--- src/rtl/owire_rom_master.sv ---
module owire_rom_master #(
  parameter int CLK_PER_US = 100,
  parameter int T_RST_LOW  = 480,
  parameter int T_RST_SMP  = 550,
  parameter int T_RST_SLOT = 960,
  parameter int T_W1_LOW   = 6,
  parameter int T_W0_LOW   = 60,
  parameter int T_RD_LOW   = 6,
  parameter int T_RD_SMP   = 15,
  parameter int T_BIT_SLOT = 70,
  parameter logic [7:0] ROM_CMD = 8'h33
) (
  input  logic        clk,
  input  logic        rst_n,
  input  logic        cmd_valid,
  input  logic [1:0]  cmd_op,
  input  logic [7:0]  cmd_wdata,
  output logic        busy,
  output logic        done,
  output logic        presence,
  output logic [7:0]  rd_data,
  output logic [7:0]  rom_family,
  output logic [47:0] rom_serial,
  output logic [7:0]  rom_crc,
  output logic        ow_oe,
  input  logic        ow_in
);

  localparam int PW = (CLK_PER_US > 1) ? $clog2(CLK_PER_US) : 1;
  localparam int UW = $clog2(T_RST_SLOT + 1);
  localparam int ROM_BITS  = 64;
  localparam int ROM_SLOTS = 1 + 8 + ROM_BITS;
  localparam int IW = $clog2(ROM_SLOTS + 1);

  localparam logic [1:0] OP_RST = 2'd0;
  localparam logic [1:0] OP_WR  = 2'd1;
  localparam logic [1:0] OP_RD  = 2'd2;
  localparam logic [1:0] OP_ROM = 2'd3;

  localparam logic [1:0] K_RST = 2'd0;
  localparam logic [1:0] K_WR  = 2'd1;
  localparam logic [1:0] K_RD  = 2'd2;

  logic [PW-1:0]       pcnt;
  logic [UW-1:0]       ucnt;
  logic [1:0]          sync;
  logic                busy_q;
  logic                done_q;
  logic                pres_q;
  logic [1:0]          op_q;
  logic [7:0]          txb;
  logic [IW-1:0]       sidx;
  logic [ROM_BITS-1:0] shreg;
  logic [7:0]          rd_q;
  logic [7:0]          fam_q;
  logic [47:0]         ser_q;
  logic [7:0]          crc_q;

  logic [1:0]    kind;
  logic [UW-1:0] low_len;
  logic [UW-1:0] smp_m1;
  logic [UW-1:0] end_m1;
  logic          last;
  logic          tick;
  logic          start;
  logic          sample_now;
  logic          slot_end;

  assign tick  = (pcnt == PW'(CLK_PER_US - 1));
  assign start = cmd_valid && !busy_q;

  always_comb begin
    case (op_q)
      OP_RST:  kind = K_RST;
      OP_WR:   kind = K_WR;
      OP_RD:   kind = K_RD;
      default: kind = (sidx == '0) ? K_RST : ((sidx <= IW'(8)) ? K_WR : K_RD);
    endcase
  end

  always_comb begin
    case (op_q)
      OP_RST:  last = (sidx == '0);
      OP_ROM:  last = (sidx == IW'(ROM_SLOTS - 1));
      default: last = (sidx == IW'(7));
    endcase
  end

  always_comb begin
    case (kind)
      K_RST: begin
        low_len = UW'(T_RST_LOW);
        smp_m1  = UW'(T_RST_SMP - 1);
        end_m1  = UW'(T_RST_SLOT - 1);
      end
      K_WR: begin
        low_len = txb[0] ? UW'(T_W1_LOW) : UW'(T_W0_LOW);
        smp_m1  = '1;
        end_m1  = UW'(T_BIT_SLOT - 1);
      end
      default: begin
        low_len = UW'(T_RD_LOW);
        smp_m1  = UW'(T_RD_SMP - 1);
        end_m1  = UW'(T_BIT_SLOT - 1);
      end
    endcase
  end

  assign sample_now = busy_q && tick && (kind != K_WR) && (ucnt == smp_m1);
  assign slot_end   = busy_q && tick && (ucnt == end_m1);

  always_ff @(posedge clk or negedge rst_n) begin
    if (!rst_n) sync <= 2'b11;
    else        sync <= {sync[0], ow_in};
  end

  always_ff @(posedge clk or negedge rst_n) begin
    if (!rst_n) begin
      pcnt   <= '0;
      ucnt   <= '0;
      busy_q <= 1'b0;
      done_q <= 1'b0;
      pres_q <= 1'b0;
      op_q   <= OP_RST;
      txb    <= '0;
      sidx   <= '0;
      shreg  <= '0;
      rd_q   <= '0;
      fam_q  <= '0;
      ser_q  <= '0;
      crc_q  <= '0;
    end else begin
      done_q <= 1'b0;
      if (start) begin
        busy_q <= 1'b1;
        op_q   <= cmd_op;
        txb    <= (cmd_op == OP_ROM) ? ROM_CMD : cmd_wdata;
        sidx   <= '0;
        pcnt   <= '0;
        ucnt   <= '0;
      end else if (busy_q) begin
        pcnt <= tick ? '0 : pcnt + 1'b1;
        if (sample_now) begin
          if (kind == K_RST) pres_q <= ~sync[1];
          else               shreg  <= {sync[1], shreg[ROM_BITS-1:1]};
        end
        if (slot_end) begin
          ucnt <= '0;
          if (kind == K_WR) txb <= {1'b0, txb[7:1]};
          if (last) begin
            busy_q <= 1'b0;
            done_q <= 1'b1;
            if (op_q == OP_RD || op_q == OP_ROM) rd_q <= shreg[ROM_BITS-1 -: 8];
            if (op_q == OP_ROM) begin
              fam_q <= shreg[7:0];
              ser_q <= shreg[55:8];
              crc_q <= shreg[63:56];
            end
          end else begin
            sidx <= sidx + 1'b1;
          end
        end else if (tick) begin
          ucnt <= ucnt + 1'b1;
        end
      end
    end
  end

  assign ow_oe      = busy_q && (ucnt < low_len);
  assign busy       = busy_q;
  assign done       = done_q;
  assign presence   = pres_q;
  assign rd_data    = rd_q;
  assign rom_family = fam_q;
  assign rom_serial = ser_q;
  assign rom_crc    = crc_q;

  int unsigned lowrun;
  always_ff @(posedge clk or negedge rst_n) begin
    if (!rst_n) lowrun <= 0;
    else        lowrun <= ow_oe ? lowrun + 1 : 0;
  end

  // every low pulse has one of the three legal widths
  p_low_width_r3: assert property (@(posedge clk) disable iff (!rst_n)
    $fell(ow_oe) |-> (lowrun == 32'(T_W1_LOW * CLK_PER_US) ||
                      lowrun == 32'(T_W0_LOW * CLK_PER_US) ||
                      lowrun == 32'(T_RST_LOW * CLK_PER_US)));

  p_done_pulse_r7: assert property (@(posedge clk) disable iff (!rst_n)
    done |=> !done);

  p_done_after_busy_r7: assert property (@(posedge clk) disable iff (!rst_n)
    done |-> (!busy && $past(busy)));

  p_accept_r7: assert property (@(posedge clk) disable iff (!rst_n)
    (cmd_valid && !busy) |=> busy);

  p_ignore_r8: assert property (@(posedge clk) disable iff (!rst_n)
    (cmd_valid && busy) |=> ($stable(op_q) && $stable(sidx)));

  p_idle_released_r1: assert property (@(posedge clk) disable iff (!rst_n)
    (!busy && !$past(busy)) |-> !ow_oe);

endmodule

--- config.mk ---
export PLATFORM = sky130hd
export DESIGN_NAME = owire_rom_master
export DESIGN_NICKNAME = d
export VERILOG_FILES = /design/src/rtl/owire_rom_master.sv
export SDC_FILE = /design/constraint.sdc
export NUM_CORES = 1
export LEC_CHECK = 0
export BUFFER_PORTS_ARGS = -buffer_cell sky130_fd_sc_hd__buf_2
export CAP_MARGIN = 0
export CORE_MARGIN = 4
export CORE_UTILIZATION = 52
export DETAILED_ROUTE_END_ITERATION = 8
export GPL_TIMING_DRIVEN = 0
export PLACE_DENSITY_LB_ADDON = 0.1
export REMOVE_ABC_BUFFERS = 1
export SKIP_LAST_GASP = 1
export SYNTH_ARGS = -nofsm -noshare
export SYNTH_HDL_FRONTEND = slang
export SYNTH_SLANG_ARGS = --single-unit
--- constraint.sdc ---
create_clock -name clk -period 3.07 [get_ports clk]
set_clock_uncertainty 0.1 [all_clocks]
set_input_delay 0 -clock clk [delete_from_list [all_inputs] [get_ports clk]]
set_output_delay 0 -clock clk [all_outputs]
set_load 0.01 [all_outputs]
-- Yosys cells after proc, flatten, opt, wreduce, memory -nomap -nowiden
Index checks and enable logic that the tools add are counted.
- memories: 0
- register bits: 175
- memory bits (writable): 0
- memory bits (read-only): 0
- output and inout port bits: 76
- input bits: 14
- latch bits: 0
- logic and storage cells: 88
- $mul: 0
- reduce and logical (&&, ||, !) cells: 22
- equality and inequality tests: 12
- mux-type cells: 32
- divide/modulo/power cells: 0
- order comparisons: 2
- bitwise logic cells: 3
- shifts and indexed selects: 0
- $add $sub $neg: 3
- operators with widths (cell ; count):
    10-bit 2-to-1 mux ; 5
    7-bit 2-to-1 mux ; 7
    8-bit 2-to-1 mux ; 5
    10-bit == test ; 2
    10-bit case mux with 2 select lines ; 1
    9-bit case mux with 2 select lines ; 1
    7-bit by 1-bit adder with 7-bit output (second input constant) ; 2
    7-bit == test (second input constant) ; 2
    10-bit by 1-bit adder with 10-bit output (second input constant) ; 1
    10-bit less-than comparator ; 1
    5-bit AND reduction ; 2
    1-bit 2-to-1 mux ; 8
    4-bit AND reduction ; 2
    7-bit by 3-bit == test with 1-bit output (second input constant) ; 1
    7-bit by 4-bit less-or-equal comparator with 1-bit output (second input constant) ; 1
    7-bit logical NOT ; 1
    2-bit == test (second input constant) ; 3
    1-bit logical AND ; 6
    6-bit 2-to-1 mux ; 1
    2-bit case mux with 3 select lines ; 1
    3-bit AND reduction ; 2
    2-bit nonzero test ; 3
    2-bit by 1-bit == test with 1-bit output (second input constant) ; 2
    2-bit logical NOT ; 2
    8 further kinds ; 12

-- Logic depth before layout (Yosys ltp)
- depth in word-level cells: 11
- mapped depth: 12
- gate-level depth less buffers: 12

-- Worst setup path after synthesis
OpenSTA, ideal clock, no wires.
- kind: register -> register
- start: reg sidx[0]
- end: reg fam_q[2] (netlist: rom_family[2])
- stages on the path, launching flop included: 13
- arrival: 2.757 ns
- buffers on the path: 2
- path slack: 0.088 ns
- clock period less this slack: 2.982 ns
- cell sequence: dfrtp_1 -> inv_1 -> ha_1 -> nor2b_1 -> a41oi_4 -> ha_1 -> nand4b_1 -> a21oi_1 -> nand4_1 -> nor4b_1 -> buf_2 -> buf_6 -> mux2_2
- longest elaborated chain between the ends: 9
- elaborated cells on any way between the ends: 13
- ends and longest elaborated chain (element ; line ; RTL):
    from (decl) ; 52 ; logic [IW-1:0] sidx;
    from (signal assigned) ; 160 ; sidx <= sidx + 1'b1;
    7-bit by 4-bit less-or-equal comparator with 1-bit output ; 77 ; default: kind = (sidx == '0) ? K_RST : ((sidx <= IW'(8)) ? K_WR : K_RD);
    2-bit 2-to-1 mux (2 in series) ; 77 ;
    2-bit case mux with 3 select lines ; 73 ; case (op_q)
    2-bit logical NOT ; 90 ; case (kind)
    10-bit 2-to-1 mux ; 90 ;
    10-bit == test ; 110 ; assign slot_end = busy_q && tick && (ucnt == end_m1);
    1-bit logical AND ; 110 ;
    5-bit AND reduction (no line) (*) ; n/a ;
    to (signal assigned) ; 155 ; fam_q <= shreg[7:0];
    to (decl) ; 55 ; logic [7:0] fam_q;
Mark *: on every way between the ends. The rest lies on a longest branch, timed or not.
A chain may end at the register's enable or synchronous reset.

-- Worst setup path after layout
- start: reg op_q[1]
- end: reg fam_q[5] (netlist: rom_family[5])
- longest elaborated chain between the ends: 7
- elaborated cells on any way between the ends: 11
- ends and longest elaborated chain (element ; line ; RTL):
    from (decl) ; 50 ; logic [1:0] op_q;
    from (signal assigned) ; 136 ; op_q <= cmd_op;
    2-bit == test (tied with other cells) ; 73 ;
    2-bit case mux with 3 select lines ; 73 ;
    2-bit logical NOT ; 90 ;
    10-bit 2-to-1 mux ; 90 ;
    10-bit == test ; 110 ;
    1-bit logical AND ; 110 ;
    5-bit AND reduction (no line) (*) ; n/a ;
Marks and branches as above.

==> out/qor.txt <==
Status = complete, but fails checks
Failing checks = negative setup slack
WP data arrival = 3360 ps
Synthesis-to-layout area growth = 27.3%
Ys async rst share = 100%
Fmax = 317 MHz
Synth warnings = 0
CTS sink cnt = 175
Netlist cell types = 51
Pwr Total = 4.94 mW
Grt ovf = 0
Layout cell share with drive strength beyond 1 = 45.6%
Worst VDD drop = 0.395 mV
Max clock buf depth = 2
IO Port Bufs = 89
Unrepaired setup endpoints after global routing = yes
Post-detail-place hpwl = 9.10 mm
Final Routed Wirelength = 14.5 mm
Post-Syn Area = 7460 um^2
Total CTS buffers = 17
Worst Path Required = 3280 ps
CP Cell Sequence = and2_4 > a41oi_4 > ha_4 > nand4b_1 > a21oi_1 > nand4_1 > nor4b_2 > buf_4 > buf_8 > buf_8 > buf_8 > buf_8 > mux2_4
Antenna diodes = 0
Leading post-synthesis cells by cell area = dfrtp_1, mux2_2, ha_1
Sequential fraction of the synthesis area = 58.7%
Htree depth = 4
Final nets = 707
Clock root buffer = clkbuf_16
Kind of critical path = register to register
RD Place Congestion = 0.807
Top cell type's share of synthesized area = 58.0%
Finished Layout Cells = 875
Crit-path max FO = 7
Static Leakage = 4.80 nW
Worst Hold Class = input pin to asynchronous set/reset pin
Final setup violation count = 47
Antenna violations before repair = 0
Delay-heaviest family, CP = simple AND/OR/NAND/NOR gates
CP Launch Type = register
CTS tree = built
Via count = 4746
Placed standard-cell area = 8150 um^2
Post-synth top flop = dfrtp_1
Clk slew on worst S/H paths = 70 ps
Synth area leader = dfrtp_1
DRC errors left = 0
Most used cell along the critical path = buf_8
Drt first pass iters = 4
CP bufs+invs = 5
Final instance area = 9500 um^2
Power Dens Cells = 520 nW/um^2
Worst setup EP type = register
GRT Util Overall = 18.5%
Die width = 128 um
I/O Pins = 90
Max-Cap Viols = 0
Final worst slack = -81.9 ps
Clock Latency Late Sink = 420 ps
Layout fillers = 1013
Slew Limit Fails = 0
Vias in the first global route = 4915
Die span in y = 128 um
#FFs+latches synth = 175
Slew @ Worst Pin = 815 ps
Std cell rows = 43
Global-route wire length before repair = 24.2 mm
Syn Inst Count = 546
Placed cell count = 803
Final Hold Violating Endpoints = 0
Pre-CTS WS = -1350 ps
ANT nets after route = 0
Worst-case headroom to the max-slew limit = 45.7%
Slowest stage delay, CP = 450 ps
Mean Syn Cell Area = 13.7 um^2
Core area = 14000 um^2
Die outline area = 16300 um^2
Starting density of the core = 53.3%
Largest net degree at the start of global routing = 106
Tmin final = 3150 ps
Post-synth EDFFs = 0
Initial drt markers = 217
Slowest cell on the critical path = dfrtp_2
Period Utilization, post-route = 103%
DR WL/cell = 16.6 um
Vias/cell = 5.42
layout by cell type, fill, tap and decap left out, drive strengths merged, types with 2 or more instances in the layout:
cell and instances:
nand2b 3, xor2 6, o2111ai 3, nand4bb 2, nor4b 2, dfrtp 173, and4 2, nand3 10
buf 125, and3 7, clkinvlp 4, nand4 10, mux2i 13, xnor2 3, o21ai 18, nor4 7
or4 2, nand4b 2, dfstp 2, a21oi 7, dlygate4sd3 14, and2 4, ha 11, nor2b 2
nand2 29, o31ai 3, inv 17, clkbuf 22, nor3 6, mux2 139, clkinv 5, o211ai 2
a21o 4, nor2 19, o22ai 6
power breakdown:
group	switching, mW	total, mW	internal (mW)
Clock	0.886	2.05	1.16
Combinational	0.226	0.401	0.175
Sequential	0.104	2.49	2.38
Total	1.22	4.94	3.72
per-stage QoR:
step	setup TNS, ps	hold WS (ps)	util (%)
global placement	-937830	17.4	57.0
floorplan	-469720	-396	-
global route	-10390	53.2	67.9
finish	-2130	26.5	67.9
CTS	-9170	41.5	65.1
detailed placement	-78480	-106	58.3
layer usage:
metal	global-route usage [%]	part of all wire, %	vias to the layer above
met5	0	0	-
met4	6.37	1.2	0
met3	5.21	5.2	16
met2	29.7	48	99
met1	24.3	45	2387
li1	-	-	2244
kinds of logic (layout without fill, tap and decap cells):
group / count (synthesis) / after routing / share of synthesized area, %
flops: 175 / 175 / 58.7
mux: 152 / 152 / 22.7
simple gates: 111 / 111 / 8.12
compound gates: 49 / 49 / 4.65
buf+inv: 39 / 188 / 2.88
fa+ha+maj: 11 / 11 / 1.84
xor+xnor: 9 / 9 / 1.06
state kept, by name, summed over array words and instances (netlist names):
register    flops
sidx            7
busy            1
rom_serial     48
rom_crc         8
rom_family      8
presence        1
pcnt            7
shreg          64
ucnt           10
sync            2
done            1
txb             8
rd_data         8
op_q            2
synthesized netlist by cell type, types with 2 or more instances:
| cell type | count |
|---|---|
| nand2b_1 | 3 |
| and3_1 | 7 |
| or4_1 | 2 |
| o211ai_1 | 2 |
| ha_1 | 11 |
| nand4bb_1 | 2 |
| nand2_1 | 29 |
| clkbuf_1 | 6 |
| a21oi_1 | 7 |
| and2_1 | 3 |
| o22ai_1 | 6 |
| o21ai_0 | 17 |
| dfstp_2 | 2 |
| nor3_1 | 6 |
| xor2_1 | 6 |
| nand4b_1 | 2 |
| mux2_2 | 129 |
| nand3_1 | 10 |
| inv_1 | 15 |
| o2111ai_1 | 2 |
| buf_6 | 7 |
| clkbuf_2 | 2 |
| and4_1 | 2 |
| mux2_1 | 10 |
| o31ai_1 | 2 |
| nor2b_1 | 2 |
| dfrtp_1 | 173 |
| buf_2 | 8 |
| xnor2_1 | 3 |
| nor4_1 | 7 |
| a21o_1 | 4 |
| nor2_1 | 19 |
| nand4_1 | 10 |
| mux2i_1 | 13 |
cell type report:
class	count	area, um^2	share of cell area, %
Clock buffer	20	457	4.81
Clock inverter	12	110	1.16
Timing Repair Buffer	141	1110	11.6
Inverter	15	56.3	0.593
Tap cell	180	225	2.37
Sequential cell	175	4390	46.2
Multi-Input combinational cell	332	3150	33.2
path summary, 6_finish.rpt:
kind / endpoint / from / slack (ps) / cells past startpoint
worst min-delay path: ucnt[6] / rst_n / 30 / 2
max in group asynchronous: sidx[0] / rst_n / 1950 / 3
worst max register to register: rom_family[5] / op_q[1] / -80 / 13
min in group clk: sync[0] / ow_in / 140 / 2
worst max-delay path: rom_family[5] / op_q[1] / -80 / 13
worst min register to register: sync[1] / sync[0] / 260 / 0
what timing repair did:
action / in CTS / in global routing
hold endpoints to repair: 194 / 0
setup endpoints to repair: 98 / 138
resized for setup: 22 / 66
pin swaps: 7 / 6
buffers inserted: 16 / 9
hold buffers: 14 / 0
cloned: 0 / 2
No activity file was read; power rests on OpenSTA's default activity.
